`config.mk`:
```
export PLATFORM = sky130hd
export DESIGN_NAME = txn_age_escalator
export DESIGN_NICKNAME = d
export VERILOG_FILES = /design/src/rtl/txn_age_pkg.sv /design/src/rtl/txn_age_regs.sv /design/src/rtl/txn_age_tracker.sv /design/src/rtl/txn_age_select.sv /design/src/rtl/txn_age_escalator.sv
export SDC_FILE = /design/constraint.sdc
export NUM_CORES = 1
export LEC_CHECK = 0
export ABC_AREA = 1
export BUFFER_PORTS_ARGS = -buffer_cell sky130_fd_sc_hd__buf_4
export CAP_MARGIN = 30
export CORE_MARGIN = 2
export CORE_UTILIZATION = 45
export DETAILED_ROUTE_END_ITERATION = 7
export PLACE_DENSITY = 0.81
export SLEW_MARGIN = 10
export SYNTH_ARGS = -nofsm -noshare
export SYNTH_HDL_FRONTEND = slang
export SYNTH_SLANG_ARGS = --single-unit
```
`constraint.sdc`:
```
create_clock -name clk -period 4.8 [get_ports clk]
set_clock_uncertainty 0.2 [all_clocks]
set_input_delay 0.72 -clock clk [delete_from_list [all_inputs] [get_ports clk]]
set_output_delay 0.72 -clock clk [all_outputs]
set_load 0.05 [all_outputs]
```
`src/rtl/txn_age_pkg.sv`:
```
package txn_age_pkg;

    localparam int DATA_W = 32;
    localparam int THR_W  = 14;
    localparam int LVL_W  = 2;
    localparam int ADDR_W = 2;

    localparam logic [ADDR_W-1:0] ADDR_CTRL = 2'd0;
    localparam logic [ADDR_W-1:0] ADDR_THR  = 2'd1;

    // Control register layout: enable above aged level above base level
    typedef struct packed {
        logic             en;
        logic [LVL_W-1:0] hi;
        logic [LVL_W-1:0] lo;
    } prio_cfg_t;

    localparam int CFG_W = $bits(prio_cfg_t);

    typedef enum logic {
        ST_BASE = 1'b0,
        ST_AGED = 1'b1
    } age_state_e;

    function automatic logic [THR_W-1:0] sat_inc(input logic [THR_W-1:0] v);
        return (&v) ? v : v + 1'b1;
    endfunction

endpackage

```
`src/rtl/txn_age_regs.sv`:
```
module txn_age_regs
    import txn_age_pkg::*;
#(
    parameter int DW = DATA_W,
    parameter int TW = THR_W,
    parameter int AW = ADDR_W
) (
    input  logic          clk,
    input  logic          rst,
    input  logic          we,
    input  logic [AW-1:0] addr,
    input  logic [DW-1:0] wdata,
    output logic [DW-1:0] rdata,
    output prio_cfg_t     cfg,
    output logic [TW-1:0] thr
);

    always_ff @(posedge clk) begin
        if (rst) begin
            cfg <= '0;
            thr <= '0;
        end else if (we) begin
            case (addr)
                ADDR_CTRL: cfg <= prio_cfg_t'(wdata[CFG_W-1:0]);
                ADDR_THR:  thr <= wdata[TW-1:0];
                default:   ;
            endcase
        end
    end

    always_comb begin
        rdata = '0;
        case (addr)
            ADDR_CTRL: rdata[CFG_W-1:0] = cfg;
            ADDR_THR:  rdata[TW-1:0]    = thr;
            default:   ;
        endcase
    end

endmodule

```
`src/rtl/txn_age_tracker.sv`:
```
module txn_age_tracker
    import txn_age_pkg::*;
#(
    parameter int TW = THR_W
) (
    input  logic          clk,
    input  logic          rst,
    input  logic          start,
    input  logic          done,
    output logic          pending,
    output logic [TW-1:0] age
);

    always_ff @(posedge clk) begin
        if (rst) begin
            pending <= 1'b0;
            age     <= '0;
        end else if (done) begin
            // completion ends the current one; a coincident start opens the next
            pending <= start;
            age     <= '0;
        end else if (pending) begin
            age <= sat_inc(age);
        end else begin
            pending <= start;
            age     <= '0;
        end
    end

endmodule

```
`src/rtl/txn_age_select.sv`:
```
module txn_age_select
    import txn_age_pkg::*;
#(
    parameter int TW = THR_W
) (
    input  logic             clk,
    input  logic             rst,
    input  logic             pending,
    input  logic [TW-1:0]    age,
    input  logic [TW-1:0]    thr,
    input  prio_cfg_t        cfg,
    output age_state_e       state_q,
    output logic [LVL_W-1:0] prio_q
);

    age_state_e state_d;

    always_comb begin
        state_d = (cfg.en && pending && (age >= thr)) ? ST_AGED : ST_BASE;
    end

    always_ff @(posedge clk) begin
        if (rst) begin
            state_q <= ST_BASE;
            prio_q  <= '0;
        end else begin
            state_q <= state_d;
            prio_q  <= (state_d == ST_AGED) ? cfg.hi : cfg.lo;
        end
    end

endmodule

```
`src/rtl/txn_age_escalator.sv`:
```
module txn_age_escalator
    import txn_age_pkg::*;
#(
    parameter int DW = DATA_W,
    parameter int TW = THR_W,
    parameter int AW = ADDR_W
) (
    input  logic             clk,
    input  logic             rst,
    input  logic             cfg_we,
    input  logic [AW-1:0]    cfg_addr,
    input  logic [DW-1:0]    cfg_wdata,
    output logic [DW-1:0]    cfg_rdata,
    input  logic             txn_start,
    input  logic             txn_done,
    output logic [LVL_W-1:0] bus_prio,
    output logic             age_state
);

    prio_cfg_t     cfg_q;
    logic [TW-1:0] thr_q;
    logic          pending;
    logic [TW-1:0] age;
    age_state_e    state_q;

    txn_age_regs #(.DW(DW), .TW(TW), .AW(AW)) u_regs (
        .clk   (clk),
        .rst   (rst),
        .we    (cfg_we),
        .addr  (cfg_addr),
        .wdata (cfg_wdata),
        .rdata (cfg_rdata),
        .cfg   (cfg_q),
        .thr   (thr_q)
    );

    txn_age_tracker #(.TW(TW)) u_track (
        .clk     (clk),
        .rst     (rst),
        .start   (txn_start),
        .done    (txn_done),
        .pending (pending),
        .age     (age)
    );

    txn_age_select #(.TW(TW)) u_sel (
        .clk     (clk),
        .rst     (rst),
        .pending (pending),
        .age     (age),
        .thr     (thr_q),
        .cfg     (cfg_q),
        .state_q (state_q),
        .prio_q  (bus_prio)
    );

    assign age_state = (state_q == ST_AGED);

endmodule

```
==> results by group <==
Die
  – Area of the die: 0.00543 mm2
  – Area inside the core boundary: 0.00469 mm2
  – Initial core utilization: 46.6%
  – Number of cell rows: 25
  – Io pins: 74
  – Height of the die: 73.7 um
  – Horizontal die dimension: 73.7 um

Yosys
  – Cell taking the most area after synthesis: sky130_fd_sc_hd__dfxtp_1
  – Sequential area share after synthesis: 33.9%
  – Syn Inst Count: 307
  – Top-area cell type share of the netlist area: 33.9%
  – Number of synthesis warnings: 0
  – Avg Synthesized Cell Area: 7.12 um2
  – Combined area of all synthesized cells: 0.00218 mm2
  – Count of unique library cells instantiated by Yosys: 32
  – Total of flip-flops plus latches after synthesis: 37
  – Dominant cells by area after synthesis: sky130_fd_sc_hd__dfxtp_1, sky130_fd_sc_hd__inv_1, sky130_fd_sc_hd__nand2_1

Setup path
  – Largest fanout of any net on the critical path: 14
  – Arr. time, crit path: 1.71 ns
  – Startpoint class of the critical path: input port
  – Req. time, crit path: 3.88 ns
  – Crit Path Category: input port to output port
  – Reg2reg path depth: 11
  – Crit path capture type: output port

Drt
  – Number of DRC markers after the initial detailed-route iteration: 72
  – Total wirelength of the detailed-routed design: 4650 um
  – Remaining number of nets flagged by the antenna check after routing: 0
  – Total number of vias: 1,947
  – Wire length per cell: 11.6 um
  – Via density: 4.88
  – Number of iterations in the first detailed-routing pass: 4
  – Count of unresolved DRC violations after routing: 0

Power and ir drop
  – Largest vdd supply drop: 170 uV
  – Areal power density over the cells: 275 mW/mm2
  – Power, Total: 0.700 mW
  – Leakage component of the power: 1.24 nW

Cells and area
  – Nets@finish: 399
  – Filler cells: 465
  – Antenna Cells: 0
  – Layout Cells excl Fill: 399
  – Layout cell share with drive strength beyond 1: 16.5%
  – Signed area change from the synthesized netlist to the final layout: 16.4%

Timing
  – Remaining max-slew budget at the tightest pin: 48.4%
  – Worst Max-Slew Pin Slew: 0.772 ns
  – Maximum frequency from static timing analysis: 0.380 GHz
  – Worst Setup Slack, final: 2.17 ns
  – Count of final max-slew check failures: 0
  – Hold Violations, Final: 0
  – Final setup viols: 0
  – Worst hold slack after final layout: 0.282 ns
  – Setup_tns: 0 ns
  – Min Tclk post-route: 2.63 ns
  – RSZ-0062 raised after global routing: false
  – Share of the clock period used by the worst path after layout: 54.8%

Global routing
  – Number of global-route vias before repair: 1,845
  – Gr ovfl total: 0
  – Maximum number of pins on one net before global-route repair: 29
  – Antenna violations before repair: 0
  – Wire length of the first global-routing pass: 8000 um
  – Overall track demand over capacity in global routing: 19.5%

Clock network
  – Post-cts sizing count: 0
  – Clock sink count: 37
  – Clock buffers created by TritonCTS: 5
  – Post-CTS clock slew at the launch and capture registers of the worst setup and hold paths: 0.07 ns
  – Maximum buffer depth of the clock tree: 2
  – H-tree depth: 2
  – Post-CTS Setup Repair Bufs: 0
  – TritonCTS clock tree: built
  – Root Driver: sky130_fd_sc_hd__clkbuf_8
  – Total of hold buffers inserted after clock tree synthesis: 0
  – Clock insertion delay at the later pin of the skew report: 0.29 ns

Placement
  – Post-DP HPWL: 3580 um
  – Setup Slack @ Placement: 2.19 ns
  – Port Buffer Count: 37
  – GP Congestion: 0.894
  – Count of placed standard cells including taps: 392

Min path
  – Hold WC Path Type: register to register
  – Worst hold path cell count: 2

Outcome
  – Status: finished, final reports clean

Job
  – MaxCap Viol Count: 0
critical path, stage by stage:
cell	delay (ns)
sky130_fd_sc_hd__buf_4	0.11
sky130_fd_sc_hd__nor2_1	0.13
sky130_fd_sc_hd__inv_1	0.22
sky130_fd_sc_hd__o21ai_0	0.28
sky130_fd_sc_hd__buf_4	0.24
synthesized netlist by cell type (all sizes together):
master	instances
nand3	10
or2	2
nor2	35
o22ai	2
buf	19
nand4	4
o21ai	29
nor3	6
a31oi	3
clkbuf	4
a21oi	30
conb	1
nand2	53
dfxtp	37
ha	15
inv	53
xor2	3
a211oi	1
layer usage:
layer	share of wire (%)	vias to the layer above	routed length, um	GRT usage [%]
met3	5.2	14	241	6.04
met2	48	57	2240	33.0
met1	43	861	2020	22.1
li1	-	1015	-	-
met5	0	-	0	0
met4	3.1	0	146	9.49
registers in the layout, summed over array words and instances, names as in the netlist:
name             cells
u_regs.thr          14
u_track.age         14
u_regs.cfg           5
u_sel.prio_q         2
u_sel.state_q        1
u_track.pending      1
final timing paths:
kind | start | end | slack [ns]
max | cfg_addr[1] | cfg_rdata[4] | 2.17
min reg2reg | u_regs.thr[0] | u_regs.thr[0] | 0.28
max reg2reg | u_track.age[0] | u_sel.prio_q[0] | 2.96
min | u_regs.thr[0] | u_regs.thr[0] | 0.28
report_power, final:
group / leakage (nW) / switching [mW] / internal [mW]
registers: 0.301 / 0.00390 / 0.317
logic: 0.881 / 0.0856 / 0.0317
clock network: 0.0540 / 0.111 / 0.151
metrics by stage:
step,instance area [um2],utilization (%)
6_report,2540,54.2
4_1_cts,2540,54.2
3_5_place_dp,2440,52.0
3_3_place_gp,2440,52.0
5_1_grt,2540,54.2
2_1_floorplan,2250,-
kinds of logic (layout without fill, tap and decap cells):
logic type                 after synthesis  in the layout  share of synthesized area (%)
and+or+nand+nor                        110            110                           24.5
AOI/OAI and AO/OA                       65             65                           15.5
adders and majority gates               15             15                           8.59
DFF                                     37             37                           33.9
xor gates and xnor gates                 3              3                           1.20
buffers and inverters                   76             97                           16.2
other                                    1             18                          0.172
area by class of cell:
| cell class | count | area [um2] | share of cell area [%] |
|---|---|---|---|
| multi-input combinational | 211 | 1150 | 45.4 |
| sequential | 37 | 741 | 29.1 |
| timing repair buffer | 37 | 278 | 10.9 |
| inverter | 53 | 199 | 7.82 |
| clock buffer | 5 | 68.8 | 2.71 |
| tap | 54 | 67.6 | 2.66 |
| clock inverter | 2 | 35.0 | 1.38 |
layout by cell type (no fill, tap or decap), drive strengths merged:
master / count
clkbuf: 5
nor3: 6
dfxtp: 37
nand3: 10
ha: 15
clkinv: 1
or2: 2
nand4: 4
nor2: 35
conb: 18
o22ai: 2
buf: 37
inv: 53
xor2: 3
a211oi: 1
o21ai: 29
a31oi: 3
a21oi: 30
bufinv: 1
nand2: 53
Note: power is estimated with default switching activity, not from simulation.
